$ cat config.mk
export PLATFORM = sky130hd
export DESIGN_NAME = kc_key_cmp
export DESIGN_NICKNAME = d
export VERILOG_FILES = /design/src/rtl/kc_pkg.sv /design/src/rtl/kc_lane_eq.sv /design/src/rtl/kc_pos_cmp.sv /design/src/rtl/kc_result_reg.sv /design/src/rtl/kc_key_cmp.sv
export SDC_FILE = /design/constraint.sdc
export NUM_CORES = 1
export LEC_CHECK = 0
export BUFFER_PORTS_ARGS = -buffer_cell sky130_fd_sc_hd__buf_2
export CORE_AREA = 2 2 204 206
export CTS_BUF_LIST = sky130_fd_sc_hd__clkbuf_8
export DETAILED_ROUTE_END_ITERATION = 16
export DIE_AREA = 0 0 206 208
export HOLD_SLACK_MARGIN = 0.02
export PLACE_DENSITY_LB_ADDON = 0.15
export SLEW_MARGIN = 40
export SYNTH_ARGS = -nofsm -noshare
export SYNTH_HDL_FRONTEND = slang
export SYNTH_SLANG_ARGS = --single-unit
$ cat constraint.sdc
create_clock -name clk -period 1.55 [get_ports clk]
set_input_delay 0 -clock clk [delete_from_list [all_inputs] [get_ports clk]]
set_output_delay 0 -clock clk [all_outputs]
set_load 0.02 [all_outputs]
$ cat src/rtl/kc_pkg.sv
package kc_pkg;

  // Bit offset of one candidate inside the flattened window.
  function automatic int unsigned win_base(input int unsigned lvl,
                                           input int unsigned pos,
                                           input int unsigned npos,
                                           input int unsigned cw);
    return (lvl * npos + pos) * cw;
  endfunction

  // Bit offset of one key character inside the flattened key.
  function automatic int unsigned key_base(input int unsigned pos,
                                           input int unsigned cw);
    return pos * cw;
  endfunction

endpackage

$ cat src/rtl/kc_lane_eq.sv
// One candidate level at one position: an equality gated by the level enable.
module kc_lane_eq #(
  parameter int unsigned CW = 16
) (
  input  logic [CW-1:0] key_chr,
  input  logic [CW-1:0] cand_chr,
  input  logic          lvl_en,
  output logic          eq
);
  always_comb eq = lvl_en && (key_chr == cand_chr);
endmodule

$ cat src/rtl/kc_pos_cmp.sv
// One key position: OR of all enabled levels, plus the padding wildcard.
module kc_pos_cmp #(
  parameter int unsigned CW   = 16,
  parameter int unsigned NLVL = 3,
  parameter logic [CW-1:0] PAD = '1
) (
  input  logic [CW-1:0]      key_chr,
  input  logic [NLVL*CW-1:0] cand_col,
  input  logic [NLVL-1:0]    lvl_valid,
  output logic [NLVL-1:0]    lane_hit,
  output logic               pos_hit
);
  logic key_is_pad;

  for (genvar l = 0; l < NLVL; l++) begin : g_lane
    kc_lane_eq #(.CW(CW)) i_lane (
      .key_chr (key_chr),
      .cand_chr(cand_col[l*CW +: CW]),
      .lvl_en  (lvl_valid[l]),
      .eq      (lane_hit[l])
    );
  end

  always_comb begin
    key_is_pad = (key_chr == PAD);
    pos_hit    = key_is_pad | (|lane_hit);
  end
endmodule

$ cat src/rtl/kc_result_reg.sv
// Captures the acceptance vector and the all-accepted flag on the strobe.
module kc_result_reg #(
  parameter int unsigned NPOS = 8
) (
  input  logic            clk,
  input  logic            rst_n,
  input  logic            strobe,
  input  logic [NPOS-1:0] pos_vec,
  output logic [NPOS-1:0] pos_q,
  output logic            hit_q,
  output logic            vld_q
);
  function automatic logic all_ones(input logic [NPOS-1:0] v);
    logic r;
    r = 1'b1;
    for (int i = 0; i < NPOS; i++) r = r & v[i];
    return r;
  endfunction

  always_ff @(posedge clk or negedge rst_n) begin
    if (!rst_n) begin
      pos_q <= '0;
      hit_q <= 1'b0;
      vld_q <= 1'b0;
    end else begin
      vld_q <= strobe;
      if (strobe) begin
        pos_q <= pos_vec;
        hit_q <= all_ones(pos_vec);
      end
    end
  end

  AST_HIT_IS_ALL: assert property (@(posedge clk) disable iff (!rst_n)
    hit_q == (pos_q == {NPOS{1'b1}}));
  AST_VLD_FOLLOWS: assert property (@(posedge clk) disable iff (!rst_n)
    strobe |=> vld_q);
  AST_VLD_CAUSED: assert property (@(posedge clk) disable iff (!rst_n)
    !strobe |=> !vld_q);
  AST_HOLD_IDLE: assert property (@(posedge clk) disable iff (!rst_n)
    !strobe |=> ($stable(pos_q) && $stable(hit_q)));
endmodule

$ cat src/rtl/kc_key_cmp.sv
module kc_key_cmp
  import kc_pkg::*;
#(
  parameter int unsigned   NPOS = 8,
  parameter int unsigned   NLVL = 3,
  parameter int unsigned   CW   = 16,
  parameter logic [CW-1:0] PAD  = 16'hFFFF
) (
  input  logic                   clk,
  input  logic                   rst_n,
  input  logic                   cmp_strobe,
  input  logic [NPOS*CW-1:0]     key_chars,
  input  logic [NLVL*NPOS*CW-1:0] cand_win,
  input  logic [NLVL-1:0]        lvl_valid,
  output logic [NPOS-1:0]        pos_match,
  output logic                   hit,
  output logic                   hit_vld
);
  localparam int unsigned COLW = NLVL * CW;

  logic [COLW-1:0]  cand_col [NPOS];
  logic [NLVL-1:0]  lane_hit [NPOS];
  logic [NPOS-1:0]  pos_now;

  for (genvar p = 0; p < NPOS; p++) begin : g_pos
    for (genvar l = 0; l < NLVL; l++) begin : g_gather
      assign cand_col[p][l*CW +: CW] = cand_win[win_base(l, p, NPOS, CW) +: CW];
    end

    kc_pos_cmp #(.CW(CW), .NLVL(NLVL), .PAD(PAD)) i_pos (
      .key_chr  (key_chars[key_base(p, CW) +: CW]),
      .cand_col (cand_col[p]),
      .lvl_valid(lvl_valid),
      .lane_hit (lane_hit[p]),
      .pos_hit  (pos_now[p])
    );

    AST_MASKED_LANE_QUIET: assert property (@(posedge clk) disable iff (!rst_n)
      (lane_hit[p] & ~lvl_valid) == '0);
    AST_PAD_ACCEPTS: assert property (@(posedge clk) disable iff (!rst_n)
      (cmp_strobe && key_chars[p*CW +: CW] == PAD) |=> pos_match[p]);
    AST_SINGLE_LEVEL_EQ: assert property (@(posedge clk) disable iff (!rst_n)
      (cmp_strobe && lvl_valid == NLVL'(1) && key_chars[p*CW +: CW] != PAD)
      |=> (pos_match[p] == ($past(key_chars[p*CW +: CW]) == $past(cand_win[p*CW +: CW]))));
  end

  kc_result_reg #(.NPOS(NPOS)) i_res (
    .clk    (clk),
    .rst_n  (rst_n),
    .strobe (cmp_strobe),
    .pos_vec(pos_now),
    .pos_q  (pos_match),
    .hit_q  (hit),
    .vld_q  (hit_vld)
  );
endmodule

==> run_results.csv <==
group,metric,value,unit
critical_path,path_cells,"buf_2 > xnor2_2 > nand4_1 > nor4_2 > and3_1 > a311oi_4 > or4_4 > o31ai_2",
status,violations,"negative setup slack",
sta,layout_min_cycle_time,1.77,ns
logic_synthesis,netlist.area_leader.share,0.681,
clocking,cts_tree,"done",
clocking,clk_pin_slew_worst_paths,0.06,ns
critical_path,start_kind,"input pin",
floorplanning,die_h,208,µm
sta,finalSetupViolations,1,
layout,layout_commonest_cell,"buf_2",
clocking,h-tree-depth,1,
logic_synthesis,syn_area_per_cell,8.15,µm²
grt,grt_pass1_vias,7526,
logic_synthesis,syn_area,4940,µm²
power,vdd_drop_max,0.000189,V
critical_path,crit_type,"in2reg",
layout,multiInputGateArea,5000,µm²
drt,drc_errors,0,
sta,fin_ws,-0.224,ns
sta,drv_slew,0,
layout,drive_gt1_frac,0.560,
power,total_power,0.00316,W
layout,layout_common_cells,"519 x buf_2, 358 x xnor2_1, 111 x buf_4",
logic_synthesis,synth_cell_types,18,
drt,drtIter0Drc,162,
flow_run,maxCapViolCount,0,
sta,rsz0062_at_grt,"yes",
drt,vias_per_cell,3.87,
place,dp_hpwl,30400,µm
grt,grt_use_total,0.144,
power,p_leak,4.15,nW
layout,fin_util,0.239,
place,port_buffers,527,
clocking,cts_buffers,3,
drt,wirelength,32600,µm
grt,overflow,0,
floorplanning,num_rows,74,
critical_path,arrival,1.92,ns
worst_hold_path,hp-class,"in2reg",
drt,dr_total_vias,6936,
critical_path,required,1.70,ns
sta,fin_skew,0,ns
logic_synthesis,synth_area_leaders,"xnor2_1 68%, nand4_1 13%, dfrtp_1 5.1%",
logic_synthesis,ys_warn_count,0,
floorplanning,initial_utilization,0.122,
power,powerDensity,325,nW/µm²
floorplanning,die_w,206,µm
critical_path,worstPathMaxFanout,4,
critical_path,reg2reg_slack,0.90,ns
layout,fill_cells,4587,
floorplanning,pin_count,528,
clocking,ctsLongestPathBuffers,2,
critical_path,slowest_stage,"or4_4",
logic_synthesis,syn_nets,1124,
logic_synthesis,yosys.area.top_type,"xnor2_1",
logic_synthesis,yosysSeqAreaShare,0.0507,
drt,drtAntennaViolNets,0,
sta,hold_viol,0,
status,status,"finished with violations",
critical_path,cp_slowest_stage_delay,0.58,ns
floorplanning,core_area,40600,µm²
logic_synthesis,syn-instance-count,606,
clocking,worstSkewPairLatency,0.23,ns
sta,tightest_slew,0.723,ns
sta,fmax,564,MHz
layout,seqCellArea,250,µm²
floorplanning,dieArea,42800,µm²
layout,nets,1774,
clocking,cts_root_buf,"clkbuf_8",
place,place.gp.congestion,0.851,
critical_path,crit_path_end_kind,"flip-flop",
logic_synthesis,synth_seq_cells,10,
sta,fin_crit_sh,1.14,
sta,max_slew_margin,0.513,
drt,wl_per_cell,18.2,µm
drt,drtPass1Iterations,4,
layout,area_growth,96.5,%
grt,antenna_found_initial,8,
clocking,cts_sinks,10,
grt,grt_pass1_wl,46300,µm
grt,grt_max_degree,12,
synthesized netlist by cell type:
| library cell | instances |
|---|---|
| nand2b_1 | 1 |
| dfrtp_1 | 10 |
| o31ai_1 | 1 |
| o21ai_0 | 1 |
| a31o_1 | 1 |
| nand4_1 | 104 |
| or3_2 | 1 |
| inv_1 | 8 |
| mux2i_1 | 7 |
| o41ai_1 | 1 |
| and3_1 | 13 |
| or4_1 | 1 |
| a311oi_1 | 1 |
| nand3_1 | 24 |
| xnor2_1 | 384 |
| nor4_1 | 38 |
| and3_2 | 9 |
| buf_4 | 1 |
metal layers:
layer | GRT usage | part of all wire | up-vias
li1 | - | - | 3466
met1 | 0.165 | 0.39 | 3129
met2 | 0.273 | 0.52 | 301
met3 | 0.0269 | 0.069 | 32
met4 | 0.0256 | 0.017 | 8
met5 | 0 | 0.0017 | -
final cells by class:
class,count,share of cell area
flip-flops and latches,10,0.0258
multi-input cells,587,0.515
inverters,8,0.00309
well taps,532,0.0686
repair buffers,646,0.381
diodes,3,0.000773
clock buffers,4,0.00567
kinds of logic (layout without fill, tap and decap cells):
logic type,Yosys count,count (layout),share of synthesized area
XOR/XNOR,384,384,0.681
AND/OR/NAND/NOR,191,191,0.239
flip-flops,10,10,0.0507
buffers and inverters,9,658,0.00760
multiplexers,7,7,0.0142
AO/OA/AOI/OAI,5,5,0.00785
other,0,3,0
sequential cells by signal (all words and copies together) (netlist names):
name         count
i_res.vld_q      1
i_res.hit_q      1
i_res.pos_q      8
through the flow:
step / setup TNS, ns / cells / setup WS (ns) / hold WS, ns / cell area [µm²]
2_1_floorplan: 0 / 606 / 0.0419 / -0.296 / 4940
3_3_place_gp: -2.26 / 1780 / -0.830 / -0.0914 / 9230
3_5_place_dp: -1.37 / 1780 / -0.723 / -0.0811 / 9250
4_1_cts: -0.160 / 1787 / -0.160 / 0.0821 / 9650
5_1_grt: -0.306 / 1787 / -0.293 / 0.0794 / 9700
6_report: -0.224 / 1790 / -0.224 / 0.0668 / 9710
worst max-delay path: cells and delay by family:
kind / cells / cell delay [ns]
compound gates: 2 / 0.25
buf+inv: 1 / 0.19
xor+xnor: 1 / 0.13
simple gates: 4 / 1.34
path summary, 6_finish.rpt:
check / start / depth (start not counted) / end
setup / recovery: key_chars[31] / 8 / i_res.hit_q$_DFFE_PN0P_
hold / removal: cmp_strobe / 1 / i_res.vld_q$_DFF_PN0_
setup reg to reg: i_res.hit_q$_DFFE_PN0P_ / 2 / i_res.hit_q$_DFFE_PN0P_
hold reg to reg: i_res.hit_q$_DFFE_PN0P_ / 2 / i_res.hit_q$_DFFE_PN0P_
max in group asynchronous: rst_n / 2 / i_res.pos_q[6]$_DFFE_PN0P_
min in group asynchronous: rst_n / 2 / i_res.pos_q[5]$_DFFE_PN0P_
timing repair:
action                                  in CTS  in global routing
hold buffers                                 1                  0
buffers inserted                             2                  0
pin swaps                                   39                 12
hold endpoints to repair                    10                  0
resized for setup                           53                  8
endpoints found under the setup margin       1                  2
report_power, final:
part	switching (W)	leakage, nW	internal (W)
Combinational	0.00111	3.98	0.00144
Sequential	0.000000276	0.137	0.000263
Clock	0.000113	0.0288	0.000224
Total	0.00123	4.15	0.00193
(Power assumes the default switching activity.)
